[src/rtl/prbs_lock_pkg.sv]
package prbs_lock_pkg;

  // pattern geometry: bit(n) = bit(n-LEN) ^ bit(n-TAP)
  localparam int SHORT_LEN = 15;
  localparam int SHORT_TAP = 14;
  localparam int LONG_LEN  = 20;
  localparam int LONG_TAP  = 17;
  // zero run length that triggers forced ones in the long pattern
  localparam int RUN_LEN   = 14;

  typedef enum logic [1:0] {
    SYNC_FILL = 2'd0,
    SYNC_HUNT = 2'd1,
    SYNC_LOCK = 2'd2
  } syncState_e;

  // strobes from control to datapath
  typedef struct packed {
    logic seedFromLine;  // load received bits into the pattern register
    logic judgeErrors;   // compare and report errors
  } ctrlStrobe_t;

endpackage

[src/rtl/prbs_err_tally.sv]
module prbs_err_tally #(
  parameter int CNT_W = 16
) (
  input  logic             clk,
  input  logic             rstN,
  input  logic             clr,
  input  logic             hit,
  output logic [CNT_W-1:0] count
);

  localparam logic [CNT_W-1:0] CNT_MAX = {CNT_W{1'b1}};
  localparam logic [CNT_W-1:0] CNT_ONE = {{(CNT_W-1){1'b0}}, 1'b1};

  always_ff @(posedge clk or negedge rstN) begin
    if (!rstN) begin
      count <= '0;
    end else if (clr) begin
      count <= hit ? CNT_ONE : '0;
    end else if (hit && (count != CNT_MAX)) begin
      count <= count + CNT_ONE;
    end
  end

  // a full count stays full unless cleared
  p_sat_hold_r10: assert property (@(posedge clk) disable iff (!rstN)
    ((count == CNT_MAX) && !clr) |=> (count == CNT_MAX));

  // a clear leaves at most one
  p_clear_r11: assert property (@(posedge clk) disable iff (!rstN)
    clr |=> (count <= CNT_ONE));

  // without clear the count moves by at most one
  p_step_r9: assert property (@(posedge clk) disable iff (!rstN)
    !clr |=> ((count == $past(count)) || (count == $past(count) + CNT_ONE)));

endmodule

[src/rtl/prbs_lock_datapath.sv]
module prbs_lock_datapath
  import prbs_lock_pkg::*;
#(
  parameter int CNT_W     = 16,
  parameter int SHORT_LEN = prbs_lock_pkg::SHORT_LEN,
  parameter int SHORT_TAP = prbs_lock_pkg::SHORT_TAP,
  parameter int LONG_LEN  = prbs_lock_pkg::LONG_LEN,
  parameter int LONG_TAP  = prbs_lock_pkg::LONG_TAP,
  parameter int RUN_LEN   = prbs_lock_pkg::RUN_LEN
) (
  input  logic             clk,
  input  logic             rstN,
  input  logic             bitEn,
  input  logic             rxBit,
  input  logic             patSel,
  input  logic             cntClr,
  input  ctrlStrobe_t      strobe,
  output logic             huntMatch,
  output logic             lineMiss,
  output logic             errPulse,
  output logic [CNT_W-1:0] errCount
);

  localparam int REG_W = (LONG_LEN > SHORT_LEN) ? LONG_LEN : SHORT_LEN;
  localparam int DLY_W = RUN_LEN - 1;

  logic [REG_W-1:0] patReg;
  logic [DLY_W-1:0] lineDly;
  logic             predBit;
  logic             quietRun;
  logic             expLine;
  logic             errEvent;

  // next raw bit of the selected sequence
  always_comb begin
    if (patSel) predBit = patReg[LONG_LEN-1] ^ patReg[LONG_TAP-1];
    else        predBit = patReg[SHORT_LEN-1] ^ patReg[SHORT_TAP-1];
  end

  // line bit expected DLY_W bits back: forced high in long mode when it
  // starts a zero run of RUN_LEN raw bits
  always_comb begin
    quietRun  = ~(|patReg[DLY_W-1:0]) & ~predBit;
    expLine   = patReg[DLY_W-1] | (patSel & quietRun);
    lineMiss  = lineDly[DLY_W-1] ^ expLine;
    huntMatch = (predBit == rxBit);
    errEvent  = bitEn & strobe.judgeErrors & lineMiss;
  end

  always_ff @(posedge clk or negedge rstN) begin
    if (!rstN) begin
      patReg   <= '0;
      lineDly  <= '0;
      errPulse <= 1'b0;
    end else if (bitEn) begin
      patReg   <= {patReg[REG_W-2:0], strobe.seedFromLine ? rxBit : predBit};
      lineDly  <= {lineDly[DLY_W-2:0], rxBit};
      errPulse <= errEvent;
    end
  end

  prbs_err_tally #(.CNT_W(CNT_W)) tally_i (
    .clk   (clk),
    .rstN  (rstN),
    .clr   (cntClr),
    .hit   (errEvent),
    .count (errCount)
  );

  // no pulse follows a bit judged while unlocked
  p_quiet_unlocked_r12: assert property (@(posedge clk) disable iff (!rstN)
    (bitEn && !strobe.judgeErrors) |=> !errPulse);

  // a pulse lasts a whole bit period
  p_pulse_holds_r5: assert property (@(posedge clk) disable iff (!rstN)
    !bitEn |=> $stable(errPulse));

endmodule

[config.mk]
export PLATFORM = sky130hd
export DESIGN_NAME = prbs_lock_datapath
export DESIGN_NICKNAME = d
export VERILOG_FILES = /design/src/rtl/prbs_lock_pkg.sv /design/src/rtl/prbs_err_tally.sv /design/src/rtl/prbs_lock_datapath.sv
export SDC_FILE = /design/constraint.sdc
export NUM_CORES = 1
export LEC_CHECK = 0
export ABC_AREA = 1
export CAP_MARGIN = 20
export CORE_ASPECT_RATIO = 0.8
export CORE_MARGIN = 3
export CORE_UTILIZATION = 50
export DETAILED_ROUTE_END_ITERATION = 10
export PLACE_DENSITY = 0.85
export RECOVER_POWER = 100
export SYNTH_ARGS = -nofsm -noshare
export SYNTH_HDL_FRONTEND = slang
export SYNTH_SLANG_ARGS = --single-unit
[constraint.sdc]
create_clock -name clk -period 1.6 [get_ports clk]
set_input_delay 0.24 -clock clk [delete_from_list [all_inputs] [get_ports clk]]
set_output_delay 0.24 -clock clk [all_outputs]
set_load 0.01 [all_outputs]
==> results of run 1 <==
-- registers in the layout, indices dropped and copies added (netlist names) --
name and cells:
errPulse 1, tally_i.count 16, patReg 20, lineDly 13
-- placed cells by master (no fill, tap or decap), types with 4 or more instances in the layout --
cell	synthesis	layout
sky130_fd_sc_hd__dlygate4sd3_1	0	4
sky130_fd_sc_hd__nor2_1	17	16
sky130_fd_sc_hd__nor2_2	4	5
sky130_fd_sc_hd__a21oi_1	9	8
sky130_fd_sc_hd__inv_1	31	31
sky130_fd_sc_hd__clkdlybuf4s50_1	0	17
sky130_fd_sc_hd__o21ai_0	34	34
sky130_fd_sc_hd__buf_4	0	28
sky130_fd_sc_hd__clkbuf_8	1	5
sky130_fd_sc_hd__nand2_1	88	88
sky130_fd_sc_hd__xor2_1	6	6
sky130_fd_sc_hd__nor3_1	5	5
sky130_fd_sc_hd__dfrtp_1	50	48
sky130_fd_sc_hd__nand3_1	22	22
-- synthesized netlist by cell type, drive strengths merged --
| cell type | n |
|---|---|
| clkbuf | 9 |
| nand4 | 3 |
| nor2 | 24 |
| buf | 3 |
| nand2 | 92 |
| a211oi | 1 |
| nand3 | 23 |
| xnor2 | 4 |
| o21ai | 34 |
| a21oi | 9 |
| dfrtp | 50 |
| nand3b | 1 |
| ha | 1 |
| nor3 | 5 |
| xor2 | 6 |
| inv | 31 |
| and2 | 1 |
-- layout make-up --
cell class	count	area (µm²)	area share
flip-flops and latches	50	1254	0.4031
multi-input cells	204	1045	0.3359
repair buffers	64	530.5	0.1706
inverters	31	116.4	0.03741
well taps	60	75.07	0.02414
clock buffers	5	68.82	0.02212
clock inverters	3	21.27	0.006838
-- logic make-up (layout without fill, tap and decap cells) --
family,Yosys count,in the layout,share of synthesized area
AO/OA/AOI/OAI,44,44,0.09063
XOR/XNOR,10,10,0.03564
adder cells (fa/ha/maj),1,1,0.005091
buffers and inverters,43,103,0.07892
flip-flops,50,50,0.5092
AND/OR/NAND/NOR,149,149,0.2806
-- routing by layer --
metal | part of all wire | global-route usage
met3 | 0.034 | 0.03919
met5 | 0 | 0
met1 | 0.47 | 0.2570
met4 | 0.018 | 0.07115
met2 | 0.48 | 0.2913
-- path summary, 6_finish.rpt --
check / startpoint / endpoint / slack [ps] / cells past startpoint
hold reg to reg: lineDly[5]$_DFFE_PN0P_ / lineDly[5]$_DFFE_PN0P_ / 500 / 2
max in group asynchronous: rstN / tally_i.count[2]$_DFFE_PN0P_ / 530 / 3
setup / recovery: patReg[5]$_DFFE_PN0P_ / lineMiss / -150 / 8
setup reg to reg: patReg[5]$_DFFE_PN0P_ / tally_i.count[8]$_DFFE_PN0P_ / -20 / 10
hold / removal: lineDly[5]$_DFFE_PN0P_ / lineDly[5]$_DFFE_PN0P_ / 500 / 2
min in group asynchronous: rstN / tally_i.count[5]$_DFFE_PN0P_ / 610 / 3
-- power groups by stage --
stage	clock, mW	sequential (mW)	combinational [mW]
finish	0.747	1.49	0.617
global route	0.803	1.51	0.693
CTS	0.752	1.49	0.586
detailed placement	0	1.51	0.587
global placement	0	1.51	0.565
floorplan	0	1.51	0.299
-- worst max-delay path, stage by stage, from the launching register on --
cell and delay [ps]:
sky130_fd_sc_hd__dfrtp_1 390, sky130_fd_sc_hd__nor2_1 120, sky130_fd_sc_hd__nand2_1 70, sky130_fd_sc_hd__nor2_1 100
sky130_fd_sc_hd__nand3_1 110, sky130_fd_sc_hd__nand2_1 70, sky130_fd_sc_hd__nand2_1 60, sky130_fd_sc_hd__and2_1 140
sky130_fd_sc_hd__buf_2 140
-- timing repair --
| item | CTS | global route |
|---|---|---|
| endpoints found under the setup margin | 5 | 25 |
| endpoints found under the hold margin | 50 | 0 |
| resized for setup | 11 | 12 |
| hold buffers | 1 | 0 |
| pin swaps | 3 | 4 |
| buffers inserted | 2 | 4 |
==> PnR_summary.wiki, run 1 <==
{| class="wikitable"
! Metric !! Value
|-
| Register bit count reported by yosys || 50
|-
| Initial antenna violation count || 0
|-
| Setup slack of the critical path after layout || -148.6 ps
|-
| Net Sw Frac || 0.2987
|-
| Aggregate global-route resource usage || 0.1855
|-
| Cell-internal power || about 2 mW
|-
| Most area-consuming cells after synthesis || sky130_fd_sc_hd__dfrtp_1 51%, sky130_fd_sc_hd__nand2_1 13%, sky130_fd_sc_hd__o21ai_0 6.9%, sky130_fd_sc_hd__inv_1 4.7%, sky130_fd_sc_hd__nand3_1 4.5%
|-
| Skew final || between 7 and 8 ps
|-
| Routability congestion estimate || about 0.8
|-
| Area share of the largest cell type after synthesis || 0.5092
|-
| Minimum period implied by the final worst setup slack || around 1700 ps
|-
| Post-Synthesis Cells || between 200 and 300
|-
| I/O pin count || 27
|-
| Final number of hold-violating endpoints || 0
|-
| Growth of design area from synthesis to finish || 26.58%
|-
| Clock root buffer master || sky130_fd_sc_hd__clkbuf_8
|-
| Setup TNS || -384.5 ps
|-
| Post-synthesis cell area || 0.002457 mm²
|-
| Vert. Die Dim || 68.71 µm
|-
| Clock-pin slew on the worst setup and hold paths || 90 ps
|-
| Clock tree from TritonCTS || yes
|-
| Synth cell types || 25
|-
| Hold_ws || roughly 500 ps
|-
| Crit share post-route || 1.093
|-
| Critical Path Source Type || register
|-
| H-Tree Depth || 2
|-
| Placeable Area || ~0.0047 mm²
|-
| Post-synthesis cell type with the largest combined area || sky130_fd_sc_hd__dfrtp_1
|-
| Die extent in x || about 84 µm
|-
| Total design power || 2.859 mW
|-
| Die area || slightly below 0.006 mm²
|-
| Result of the run || complete, but fails checks
|-
| DRT iter0 DRCs || about 110
|-
| Remaining antenna violation count || 0
|-
| Sequential element share of the synthesized area || 0.5092
|-
| Power density relative to cell area || between 900 and 1000 mW/mm²
|-
| Share of final-layout standard cells stronger than drive strength 1 || 0.1821
|-
| Clock latency on the worst-skew pair || slightly above 300 ps
|-
| WP data required || between 1000 and 1500 ps
|-
| Final cell count without fillers || between 400 and 500
|-
| Classification of the worst-slack hold path || reg2reg
|-
| Pin count of the biggest net entering global routing || slightly above 50
|-
| Total via count in the routed design || ~2.1k
|-
| Routed wire length || roughly 5300 µm
|-
| Signal arrival time at the worst endpoint || 1510 ps
|-
| Number of optimization iterations in the first detailed-route pass || 4
|-
| Failing checks || negative setup slack
|-
| Initial Util || 0.5282
|-
| Static leakage power || around 1.5 nW
|-
| Antenna diode instance count || 0
|-
| Synthesized net count || roughly 300
|-
| Non-Filler Cell Area, Final || just over 0.003 mm²
|-
| Vias in the first global route || 1909
|-
| CTS Buf Count || 5
|-
| Clock Sink Count || 50
|-
| Slew HR || 0.5529
|-
| Largest fanout of any net on the critical path || 2
|-
| Count of filler cells inserted in the layout || around 350
|-
| Syn_area_per_cell || roughly 8.3 µm²
|-
| Standard-cell row count || 22
|-
| Sequential share of power || 0.523
|-
| DRC violation count after routing || 0
|-
| Core occupancy in the finished layout || 0.6686
|-
| Number of max-capacitance violations reported || 0
|-
| Class of the most critical setup path || reg2out
|-
| Global-route congestion overflow total || 0
|-
| Global-route wire length before repair || approximately 8600 µm
|-
| Maximum achievable frequency || 0.5719 GHz
|-
| Maximum clock insertion buffer count || 2
|-
| Yosys warning total || 0
|-
| Pre-CTS setup slack || -453.6 ps
|-
| Detailed placement HPWL || 3641 µm
|-
| Number of port buffers || 26
|-
| Max-slew violation count || 0
|-
| Area after DPL || 0.002958 mm²
|-
| Number of placed instances with taps included || between 400 and 500
|-
| Measured slew at the worst slew-check pin || between 600 and 700 ps
|-
| Routed WL per cell || approximately 13 µm
|-
| Combinational fraction of design power || 0.216
|-
| RSZ-0062 raised after global routing || yes
|-
| Switching power summed over all nets || 0.8540 mW
|-
| VDD IR-drop max || roughly 560 µV
|-
| Layout net count || ~370
|-
| Per-cell via count in the routed design || between 5 and 6
|-
| Total of endpoints with negative setup slack in the final report || 16
|-
| Clock power share || 0.261
|-
| Type of destination of the critical path || output pin
|}
Note: power is estimated with default switching activity, not from simulation.
==> run 2, diff against run 1 <==
- CELL_PAD_IN_SITES_DETAIL_PLACEMENT: not set -> 0
- CELL_PAD_IN_SITES_GLOBAL_PLACEMENT: not set -> 1
- CORE_UTILIZATION: 50 -> 38
- PLACE_DENSITY: 0.85 -> 0.86
==> run 2 against run 1 <==
  * The run still ends with negative setup slack left
  * Wire length down 2.0%
  * Critical path depth stayed put
  * Via count shrank 2.6%
  * Register-to-register slack hardly changed
  * First-iteration DRC count grew 12%
  * Setup slack improved by 33 ps
  * Worst hold slack worse by 17 ps
  * Global-route usage is 3.1 points lower
  * Maximum frequency grew 1.9%
  * Clock skew is 0.65 ps lower
  * Flip-flop and latch count unchanged
  * Largest cell class unchanged
==> PnR_summary.wiki, run 2 (synthesized netlist as in run 1, its figures left out) <==
{| class="wikitable"
! Metric !! Value
|-
| Remaining antenna violation count || 0
|-
| Largest fanout of any net on the critical path || 2
|-
| Flip-flop count of the largest register, all copies and words added || 20
|-
| Max-slew violation count || 0
|-
| Initial antenna violation count || 0
|-
| Clock-pin slew on the worst setup and hold paths || about 100 ps
|-
| Worst Setup SP || patReg[10]$_DFFE_PN0P_
|-
| Hold_ws || 478.4 ps
|-
| Global-route congestion overflow total || 0
|-
| Clock root buffer master || sky130_fd_sc_hd__clkbuf_8
|-
| Result of the run || complete, but fails checks
|-
| Maximum clock insertion buffer count || 2
|-
| Register-to-Register Path Depth || 10
|-
| Number of max-capacitance violations reported || 0
|-
| Antenna diode instance count || 0
|-
| Initial Util || 0.4049
|-
| Clock tree from TritonCTS || yes
|-
| Worst flop-to-flop path startpoint || patReg[10]$_DFFE_PN0P_
|-
| Die area || 0.007473 mm²
|-
| RSZ-0062 raised after global routing || yes
|-
| Power density relative to cell area || about 990 mW/mm²
|-
| Critical Path Source Type || register
|-
| Number of optimization iterations in the first detailed-route pass || 4
|-
| DRC violation count after routing || 0
|-
| Growth of design area from synthesis to finish || 31.11%
|-
| Skew final || just under 7 ps
|-
| DRT iter0 DRCs || 120
|-
| Slew HR || 0.5430
|-
| VDD IR-drop max || between 300 and 400 µV
|-
| H-Tree Depth || 2
|-
| Register ranked first by flip-flop count || patReg
|-
| Reg2reg setup slack || -20 ps
|-
| Routability congestion estimate || ~0.76
|-
| Total of endpoints with negative setup slack in the final report || 7
|-
| Clock Sink Count || 50
|-
| Detailed placement HPWL || between 3000 and 4000 µm
|-
| Core occupancy in the finished layout || 0.5309
|-
| Most used cells in the layout excluding fill and tap cells || 86 x sky130_fd_sc_hd__nand2_1, 48 x sky130_fd_sc_hd__dfrtp_1, 34 x sky130_fd_sc_hd__o21ai_0, 30 x sky130_fd_sc_hd__inv_1, 30 x sky130_fd_sc_hd__buf_4
|-
| Vias in the first global route || about 1.9k
|-
| Maximum achievable frequency || between 0.5 and 0.6 GHz
|-
| Class of the most critical setup path || reg2out
|-
| Aggregate global-route resource usage || 0.1543
|-
| Final number of hold-violating endpoints || 0
|-
| Static leakage power || between 1.5 and 2 nW
|-
| Routed wire length || about 5200 µm
|-
| Crit share post-route || 1.072
|-
| Type of destination of the critical path || output pin
|-
| Non-Filler Cell Area, Final || approximately 0.0032 mm²
|-
| Measured slew at the worst slew-check pin || ~700 ps
|-
| Setup slack of the critical path after layout || -116.0 ps
|-
| Critical Path End || lineMiss
|-
| Standard-cell row count || 25
|-
| Global-route wire length before repair || ~9100 µm
|-
| Failing checks || negative setup slack
|-
| Area after DPL || 0.002982 mm²
|-
| Per-cell via count in the routed design || about 4.7
|-
| Signal arrival time at the worst endpoint || ~1500 ps
|-
| Share of final-layout standard cells stronger than drive strength 1 || 0.2017
|-
| Most frequent standard cell in the layout excluding fill and tap cells || sky130_fd_sc_hd__nand2_1
|-
| Total via count in the routed design || roughly 2k
|-
| Layout net count || ~370
|-
| Die extent in x || 95.91 µm
|-
| Pin count of the biggest net entering global routing || 51
|-
| I/O pin count || 27
|-
| Clock latency on the worst-skew pair || between 300 and 400 ps
|-
| Classification of the worst-slack hold path || reg2reg
|-
| Routed WL per cell || 11.88 µm
|-
| Critical R2R Capture || tally_i.count[4]$_DFFE_PN0P_
|-
| Number of port buffers || 26
|-
| WP data required || approximately 1400 ps
|-
| Largest registers || patReg (20), tally_i.count (16), lineDly (13)
|-
| Minimum period implied by the final worst setup slack || roughly 1700 ps
|-
| CTS Buf Count || 5
|-
| Vert. Die Dim || around 80 µm
|-
| Placeable Area || slightly above 0.006 mm²
|}
==> run 2: worst min-delay path by stage <==
stage,startpoint,end,slack (ps),cells past startpoint
2_1_floorplan,rstN,errPulse$_DFFE_PN0P_,-60,0
3_3_place_gp,rstN,tally_i.count[5]$_DFFE_PN0P_,250,2
3_5_place_dp,rstN,tally_i.count[2]$_DFFE_PN0P_,250,2
4_1_cts,rstN,errPulse$_DFFE_PN0P_,460,3
5_1_grt,lineDly[11]$_DFFE_PN0P_,lineDly[11]$_DFFE_PN0P_,520,2
6_report,patReg[18]$_DFFE_PN0P_,patReg[19]$_DFFE_PN0P_,480,2
==> run 2: per-layer routing <==
layer  global-route usage  vias up  part of all wire
met5                    0        -                 0
met4              0.03835        0             0.012
met3              0.03876        6             0.026
met2               0.2221       23              0.43
met1               0.2302      965              0.53
li1                     -     1059                 -
==> run 2: cell type report <==
type                    instances  area, µm²
clock buffers                   5      68.82
well taps                      81      101.3
clock inverters                 3      68.82
multi-input cells             205       1061
repair buffers                 63      551.8
inverters                      31      116.4
flip-flops and latches         50       1254
fillers                       570       2846
==> run 2: metrics by stage <==
stage	setup WS, ps	setup TNS (ps)	total power, mW	std cells
floorplan	5.346	0	1.813	297
global placement	-476.6	-3564	2.086	421
detailed placement	-486.1	-4180	2.102	421
CTS	-146.4	-892.6	3.211	434
global route	-253.6	-4157	3.376	438
finish	-116.0	-200.7	3.203	438
==> run 2: report_power, final <==
part | total, mW | switching (mW) | internal [mW]
registers | 1.49 | 0.0803 | 1.41
logic | 0.635 | 0.327 | 0.308
clock network | 1.08 | 0.451 | 0.627
==> run 2: repair_timing <==
item                                    in CTS  in global routing
pin swaps                                    6                 11
endpoints found under the setup margin       4                 28
buffers inserted                             4                  4
resized for setup                           16                 14
gates cloned                                 0                  1
hold buffers                                 1                  0
endpoints found under the hold margin       50                  0
==> run 2: critical path: stages, from the launching register on <==
cell,delay [ps]
sky130_fd_sc_hd__dfrtp_1,400
sky130_fd_sc_hd__inv_1,70
sky130_fd_sc_hd__nand3_1,90
sky130_fd_sc_hd__nor2_2,110
sky130_fd_sc_hd__nand3_1,110
sky130_fd_sc_hd__nand2_1,90
sky130_fd_sc_hd__nand2_2,50
sky130_fd_sc_hd__and2_4,140
sky130_fd_sc_hd__buf_6,110
